<file path="config.mk">
export PLATFORM = sky130hd
export DESIGN_NAME = pw_guard
export DESIGN_NICKNAME = d
export VERILOG_FILES = /design/src/rtl/pwg_pkg.sv /design/src/rtl/pwg_accum.sv /design/src/rtl/pwg_busy_timer.sv /design/src/rtl/pwg_vault.sv /design/src/rtl/pw_guard.sv
export SDC_FILE = /design/constraint.sdc
export NUM_CORES = 1
export LEC_CHECK = 0
export ABC_CLOCK_PERIOD_IN_PS = 6000
export BUFFER_PORTS_ARGS = -buffer_cell sky130_fd_sc_hd__buf_2
export CELL_PAD_IN_SITES_DETAIL_PLACEMENT = 2
export CELL_PAD_IN_SITES_GLOBAL_PLACEMENT = 2
export CORE_MARGIN = 2
export CORE_UTILIZATION = 38
export DETAILED_ROUTE_END_ITERATION = 8
export GPL_ROUTABILITY_DRIVEN = 1
export HOLD_SLACK_MARGIN = 0.06
export PLACE_DENSITY = 0.87
export SYNTH_ARGS = -nofsm -noshare
export SYNTH_HDL_FRONTEND = slang
export SYNTH_SLANG_ARGS = --single-unit
</file>
<file path="constraint.sdc">
create_clock -name clk -period 6 [get_ports clk]
set_clock_uncertainty 0.05 [all_clocks]
set_input_delay 1.2 -clock clk [delete_from_list [all_inputs] [get_ports clk]]
set_output_delay 1.2 -clock clk [all_outputs]
set_load 0.01 [all_outputs]
</file>
<file path="src/rtl/pwg_pkg.sv">
package pwg_pkg;
  localparam int unsigned BYTE_W = 8;

  typedef enum logic {
    SLOT_RD = 1'b0,
    SLOT_WR = 1'b1
  } slot_e;
endpackage

</file>
<file path="src/rtl/pwg_accum.sv">
module pwg_accum #(
  parameter int unsigned NBYTES = 8
) (
  input  logic                             clk,
  input  logic                             rst_n,
  input  logic                             en,
  input  logic                             clr,
  input  logic [pwg_pkg::BYTE_W-1:0]       din,
  output logic [NBYTES*pwg_pkg::BYTE_W-1:0] word,
  output logic                             full
);
  localparam int unsigned WW = NBYTES * pwg_pkg::BYTE_W;
  localparam int unsigned CW = $clog2(NBYTES + 2);
  localparam logic [CW-1:0] CNT_EXACT = CW'(NBYTES);
  localparam logic [CW-1:0] CNT_OVER  = CW'(NBYTES + 1);

  logic [WW-1:0] word_q, word_d;
  logic [CW-1:0] cnt_q, cnt_d;

  always_comb begin
    word_d = word_q;
    cnt_d  = cnt_q;
    if (clr) begin
      cnt_d = '0;
    end else if (en) begin
      word_d = {word_q[WW-pwg_pkg::BYTE_W-1:0], din};
      if (cnt_q != CNT_OVER) cnt_d = cnt_q + 1'b1;
    end
  end

  always_ff @(posedge clk or negedge rst_n) begin
    if (!rst_n) begin
      word_q <= '0;
      cnt_q  <= '0;
    end else if (clr || en) begin
      word_q <= word_d;
      cnt_q  <= cnt_d;
    end
  end

  assign word = word_q;
  assign full = (cnt_q == CNT_EXACT);
endmodule

</file>
<file path="src/rtl/pwg_busy_timer.sv">
module pwg_busy_timer #(
  parameter int unsigned CYCLES = 12
) (
  input  logic clk,
  input  logic rst_n,
  input  logic start,
  output logic busy
);
  localparam int unsigned TW = $clog2(CYCLES + 1);
  localparam logic [TW-1:0] LOAD = TW'(CYCLES);

  logic [TW-1:0] cnt_q, cnt_d;

  always_comb begin
    cnt_d = cnt_q;
    if (start)              cnt_d = LOAD;
    else if (cnt_q != '0)   cnt_d = cnt_q - 1'b1;
  end

  always_ff @(posedge clk or negedge rst_n) begin
    if (!rst_n) cnt_q <= '0;
    else        cnt_q <= cnt_d;
  end

  assign busy = (cnt_q != '0);
endmodule

</file>
<file path="src/rtl/pwg_vault.sv">
module pwg_vault #(
  parameter int unsigned WW = 64
) (
  input  logic          clk,
  input  logic          rst_n,
  input  logic          wipe,
  input  logic          wr_en,
  input  logic          wr_sel,
  input  logic [WW-1:0] wr_data,
  input  logic          cmp_sel,
  input  logic [WW-1:0] cmp_data,
  output logic          match,
  output logic          wiped
);
  localparam int unsigned NSLOT = 2;

  logic [WW-1:0] pw_q [NSLOT];
  logic          wiped_q;

  for (genvar g = 0; g < NSLOT; g++) begin : g_slot
    logic [WW-1:0] pw_d;
    logic          upd;

    always_comb begin
      upd  = wipe || (wr_en && (wr_sel == g[0]));
      pw_d = wipe ? '0 : wr_data;
    end

    always_ff @(posedge clk or negedge rst_n) begin
      if (!rst_n)   pw_q[g] <= '0;
      else if (upd) pw_q[g] <= pw_d;
    end
  end

  always_ff @(posedge clk or negedge rst_n) begin
    if (!rst_n) wiped_q <= 1'b0;
    else        wiped_q <= wipe;
  end

  assign match = (cmp_data == pw_q[cmp_sel]);
  assign wiped = wiped_q;
endmodule

</file>
<file path="src/rtl/pw_guard.sv">
module pw_guard #(
  parameter int unsigned PW_BYTES    = 8,
  parameter int unsigned BUSY_CYCLES = 12,
  parameter int unsigned MAX_FAILS   = 8
) (
  input  logic       clk,
  input  logic       rst_n,
  input  logic       byte_valid,
  input  logic [7:0] byte_data,
  input  logic       sel_write,
  input  logic       check_go,
  input  logic       poll_go,
  input  logic       chg_go,
  output logic       granted,
  output logic       busy,
  output logic       poll_ack,
  output logic       wipe_array,
  output logic       wipe_pwd
);
  import pwg_pkg::*;

  localparam int unsigned WW  = PW_BYTES * BYTE_W;
  localparam int unsigned FCW = (MAX_FAILS > 1) ? $clog2(MAX_FAILS) : 1;
  localparam logic [FCW-1:0] FAIL_LAST = FCW'(MAX_FAILS - 1);

  logic [1:0] rst_sync;
  logic       rst_q;

  always_ff @(posedge clk or negedge rst_n) begin
    if (!rst_n) rst_sync <= 2'b00;
    else        rst_sync <= {rst_sync[0], 1'b1};
  end
  assign rst_q = rst_sync[1];

  logic [WW-1:0] cand;
  logic          cand_full, pw_match, accept;
  logic          do_check, do_change, good, bad, lockout;
  slot_e         sel;

  assign sel       = slot_e'(sel_write);
  assign accept    = !busy;
  assign do_check  = check_go && accept;
  assign good      = do_check && cand_full && pw_match;
  assign bad       = do_check && !good;

  logic [FCW-1:0] fails_q, fails_d;
  logic           grant_q, grant_d;
  slot_e          gslot_q, gslot_d;
  logic           ack_q, ack_d;
  logic           wipe_q;

  assign lockout   = bad && (fails_q == FAIL_LAST);
  assign do_change = chg_go && accept && grant_q && (gslot_q == SLOT_WR) && cand_full;

  pwg_accum #(.NBYTES(PW_BYTES)) u_accum (
    .clk  (clk),
    .rst_n(rst_q),
    .en   (byte_valid && accept),
    .clr  ((check_go || chg_go) && accept),
    .din  (byte_data),
    .word (cand),
    .full (cand_full)
  );

  pwg_busy_timer #(.CYCLES(BUSY_CYCLES)) u_timer (
    .clk  (clk),
    .rst_n(rst_q),
    .start(do_check || do_change),
    .busy (busy)
  );

  pwg_vault #(.WW(WW)) u_vault (
    .clk     (clk),
    .rst_n   (rst_q),
    .wipe    (lockout),
    .wr_en   (do_change),
    .wr_sel  (sel_write),
    .wr_data (cand),
    .cmp_sel (sel_write),
    .cmp_data(cand),
    .match   (pw_match),
    .wiped   (wipe_pwd)
  );

  always_comb begin
    fails_d = fails_q;
    grant_d = grant_q;
    gslot_d = gslot_q;
    if (good) begin
      fails_d = '0;
      grant_d = 1'b1;
      gslot_d = sel;
    end else if (bad) begin
      grant_d = 1'b0;
      fails_d = lockout ? '0 : fails_q + 1'b1;
    end
    ack_d = poll_go && grant_q && !busy;
  end

  always_ff @(posedge clk or negedge rst_q) begin
    if (!rst_q) begin
      fails_q <= '0;
      grant_q <= 1'b0;
      gslot_q <= SLOT_RD;
      ack_q   <= 1'b0;
      wipe_q  <= 1'b0;
    end else begin
      if (do_check) begin
        fails_q <= fails_d;
        grant_q <= grant_d;
        gslot_q <= gslot_d;
      end
      ack_q  <= ack_d;
      wipe_q <= lockout;
    end
  end

  assign granted    = grant_q;
  assign poll_ack   = ack_q;
  assign wipe_array = wipe_q;
endmodule

</file>
==> results.sh <==
export IMPL_max_freq_ghz=0.2343
export IMPL_tightest_slew_ns=1.076
export IMPL_post_cts_buffers=0
export IMPL_cts_repair_resized=0
export IMPL_portBuffers=19
export IMPL_place_inst=1229
export IMPL_reg2reg_to="gslot_q$_DFFE_PN0P_"
export IMPL_synth_top_area_cell="dfrtp_1"
export IMPL_netlist_area_sq_um=9648
export IMPL_drive_gt1_share_pct=14.38
export IMPL_fin_cells=1270
export IMPL_regArea_sq_um=5234
export IMPL_multi_input_area_sq_um=4089
export IMPL_synth_cell_types=30
export IMPL_cp_startpoint="sel_write"
export IMPL_setup_tns_ns=0
export IMPL_grt_start_max_net_pins=130
export IMPL_die_h_um=163.3
export IMPL_synth_seq_cells=209
export IMPL_dr_pass1_iters=4
export IMPL_antenna_found_initial=1
export IMPL_required_ns=6.35
export IMPL_synth_area_top_cells="dfrtp_1 (54%), nand2_1 (10%), mux2_2 (7.6%)"
export IMPL_drv_slew=0
export IMPL_setup_viol=0
export IMPL_ys_top_cells_by_count="nand2_1 (265), dfrtp_1 (209), a21oi_1 (130)"
export IMPL_arrival_ns=4.62
export IMPL_synth_top_cell_area_share_pct=54.21
export IMPL_routed_via_density=5.488
export IMPL_clock_sinks=209
export IMPL_dp_slack_ns=1.273
export IMPL_async_flop_share_pct=100.0
export IMPL_nets=946
export IMPL_core_area_sq_um=25040
export IMPL_status="finished clean"
export IMPL_rsz0062_at_grt="no"
export IMPL_cts_path_max_buffers=3
export IMPL_synthCells=928
export IMPL_ys_warn_count=0
export IMPL_avgSynthCellArea_sq_um=10.40
export IMPL_path_clk_slew_ns=0.06
export IMPL_hold_path_class="reg2reg"
export IMPL_cts_hold_buf=0
export IMPL_p_leak_nw=4.872
export IMPL_finalHoldViolations=0
export IMPL_crit_chain="buf_4 > mux2i_1 > xnor2_1 > nor4_1 > nand4_1 > nor3_1 > nand2_1 > mux2_2"
export IMPL_ant_nets=0
export IMPL_p_comb_share_pct=11.3
export IMPL_min_to="rst_sync[1]$_DFF_PN0_"
export IMPL_grt_pass1_vias=8132
export IMPL_fillers=2629
export IMPL_slew_headroom_pct=28.25
export IMPL_min_path_cells=0
export IMPL_track_usage_pct=22.83
export IMPL_timing_final_crit_share_pct=71.12
export IMPL_r2r_slack_ns=2.85
export IMPL_ir_drop_v=0.0002627
export IMPL_row_count=58
export IMPL_htree_levels=1
export IMPL_vias=6970
export IMPL_p_seq_share_pct=47.3
export IMPL_slowest_delay_ns=0.66
export IMPL_synth_fp_nets=950
export IMPL_cts_tree="yes"
export IMPL_clockPowerShare_pct=41.4
export IMPL_worst_setup_path_start_kind="input port"
export IMPL_start_util_pct=38.54
export IMPL_period_needed_ns=4.267
export IMPL_ios=20
export IMPL_end_kind="flip-flop"
export IMPL_overflow=0
export IMPL_routed_wl_um=29330
export IMPL_wl_per_cell_um=23.09
export IMPL_grt_pass1_wl_um=47040
export IMPL_die_area_sq_um=26680
export IMPL_cap_violations=0
export IMPL_regToRegStartpoint="u_vault.pw_q[126]$_DFFE_PN0P_"
export IMPL_synthFlopType="dfrtp_1"
export IMPL_dp_hpwl_um=15410
export IMPL_pwr_density_cell_nw_per_um2=318.8
export IMPL_synth_most_common_cell="nand2_1"
export IMPL_drt_iter0_markers=435
export IMPL_setup_slack_ns=1.733
export IMPL_p_sw_w=0.0009286
export IMPL_clk_latency_ns=0.53
export IMPL_sw_frac_of_total_pct=27.33
export IMPL_synth_edf_count=0
export IMPL_slowest_stage="buf_4"
export IMPL_routabilityCongestion=0.7373
export IMPL_critPathMaxFanout=45
export IMPL_p_int_w=0.002469
export IMPL_r2r_cells=7
export IMPL_critical_path_class="in2reg"
export IMPL_root_buffer="clkbuf_16"
export IMPL_die_width_um=163.3
export IMPL_drc_errors=0
export IMPL_layout_area_overhead_vs_synth_pct=10.45
export IMPL_ys_seq_area_share_pct=54.21
export IMPL_hold_ws_ns=0.3140
export IMPL_hold_path_startpoint="rst_sync[0]$_DFF_PN0_"
export IMPL_cts_made_buffers=23
-- worst max-delay path by stage --
stage,endpoint,slack (ns),depth (start not counted)
floorplan,fails_q[0]$_DFFE_PN0P_,2.51,0
global placement,gslot_q$_DFFE_PN0P_,1.35,8
detailed placement,gslot_q$_DFFE_PN0P_,1.27,8
CTS,u_vault.pw_q[109]$_DFFE_PN0P_,1.75,9
global route,u_vault.pw_q[46]$_DFFE_PN0P_,1.62,9
finish,gslot_q$_DFFE_PN0P_,1.73,8
-- per-stage QoR --
stage               util [%]  total power [W]  cell area, sq um
finish                 42.56         0.003397             10660
global route           42.55         0.003527             10650
CTS                    42.55         0.003436             10650
detailed placement     39.66         0.002007              9928
global placement       39.66         0.001981              9928
floorplan                  -         0.001855              9649
-- per-layer routing --
layer | part of all wire, % | track usage, % | vias to the layer above
li1 | - | - | 3092
met4 | 3.1 | 8.528 | 0
met3 | 3.1 | 3.377 | 56
met2 | 52 | 40.81 | 115
met1 | 41 | 27.83 | 3707
met5 | 0 | 0 | -
-- state kept, by name (all words and copies together), names as in the netlist --
signal / flops
gslot_q: 1
u_vault.pw_q: 128
u_accum.cnt_q: 4
poll_ack: 1
granted: 1
fails_q: 3
u_accum.word: 64
u_vault.wiped: 1
rst_sync: 2
u_timer.cnt_q: 4
-- power groups by stage --
stage | clock, W | combinational [W] | sequential, W
after detailed placement | 0 | 0.000378 | 0.00163
final | 0.00141 | 0.000385 | 0.00161
after global placement | 0 | 0.000357 | 0.00162
after CTS | 0.00144 | 0.000389 | 0.00161
after floorplan | 0 | 0.000256 | 0.00160
after global routing | 0.00148 | 0.000423 | 0.00162
-- critical path, delay by kind of cell --
kind          cells  cell delay (ns)
mux               2             0.69
simple gates      4             1.91
buf+inv           1             0.66
xor+xnor          1             0.12
-- placed cells by master (no fill, tap or decap), drive strengths merged, types with 5 or more instances in the layout --
master  instances
nand2         265
dfrtp         209
a21oi         130
mux2i          65
mux2           65
xnor2          63
clkbuf         34
buf            27
nor4           14
nor2           11
ha              7
inv             7
nand4           6
xor2            6
nor3            5
-- logic make-up (layout without fill, tap and decap cells) --
kind of cell | Yosys count | in the layout | synth area share (%)
xor+xnor | 69 | 69 | 6.264
other cells | 1 | 2 | 0.03887
mux | 130 | 130 | 14.33
flops | 209 | 209 | 54.21
simple gates | 314 | 314 | 13.19
fa+ha+maj | 7 | 7 | 0.9078
buf+inv | 62 | 73 | 3.813
compound gates | 136 | 136 | 7.249
-- layout make-up --
class                           count  area share, %
Clock inverter                      6         0.5518
Clock buffer                       34          6.258
Tap cell                          330          3.875
Multi-Input combinational cell    657          38.37
Timing Repair Buffer               27          1.597
Inverter                            6         0.2113
Sequential cell                   209          49.11
Antenna cell                        1        0.02348
Power figures use the tool's default switching activity.
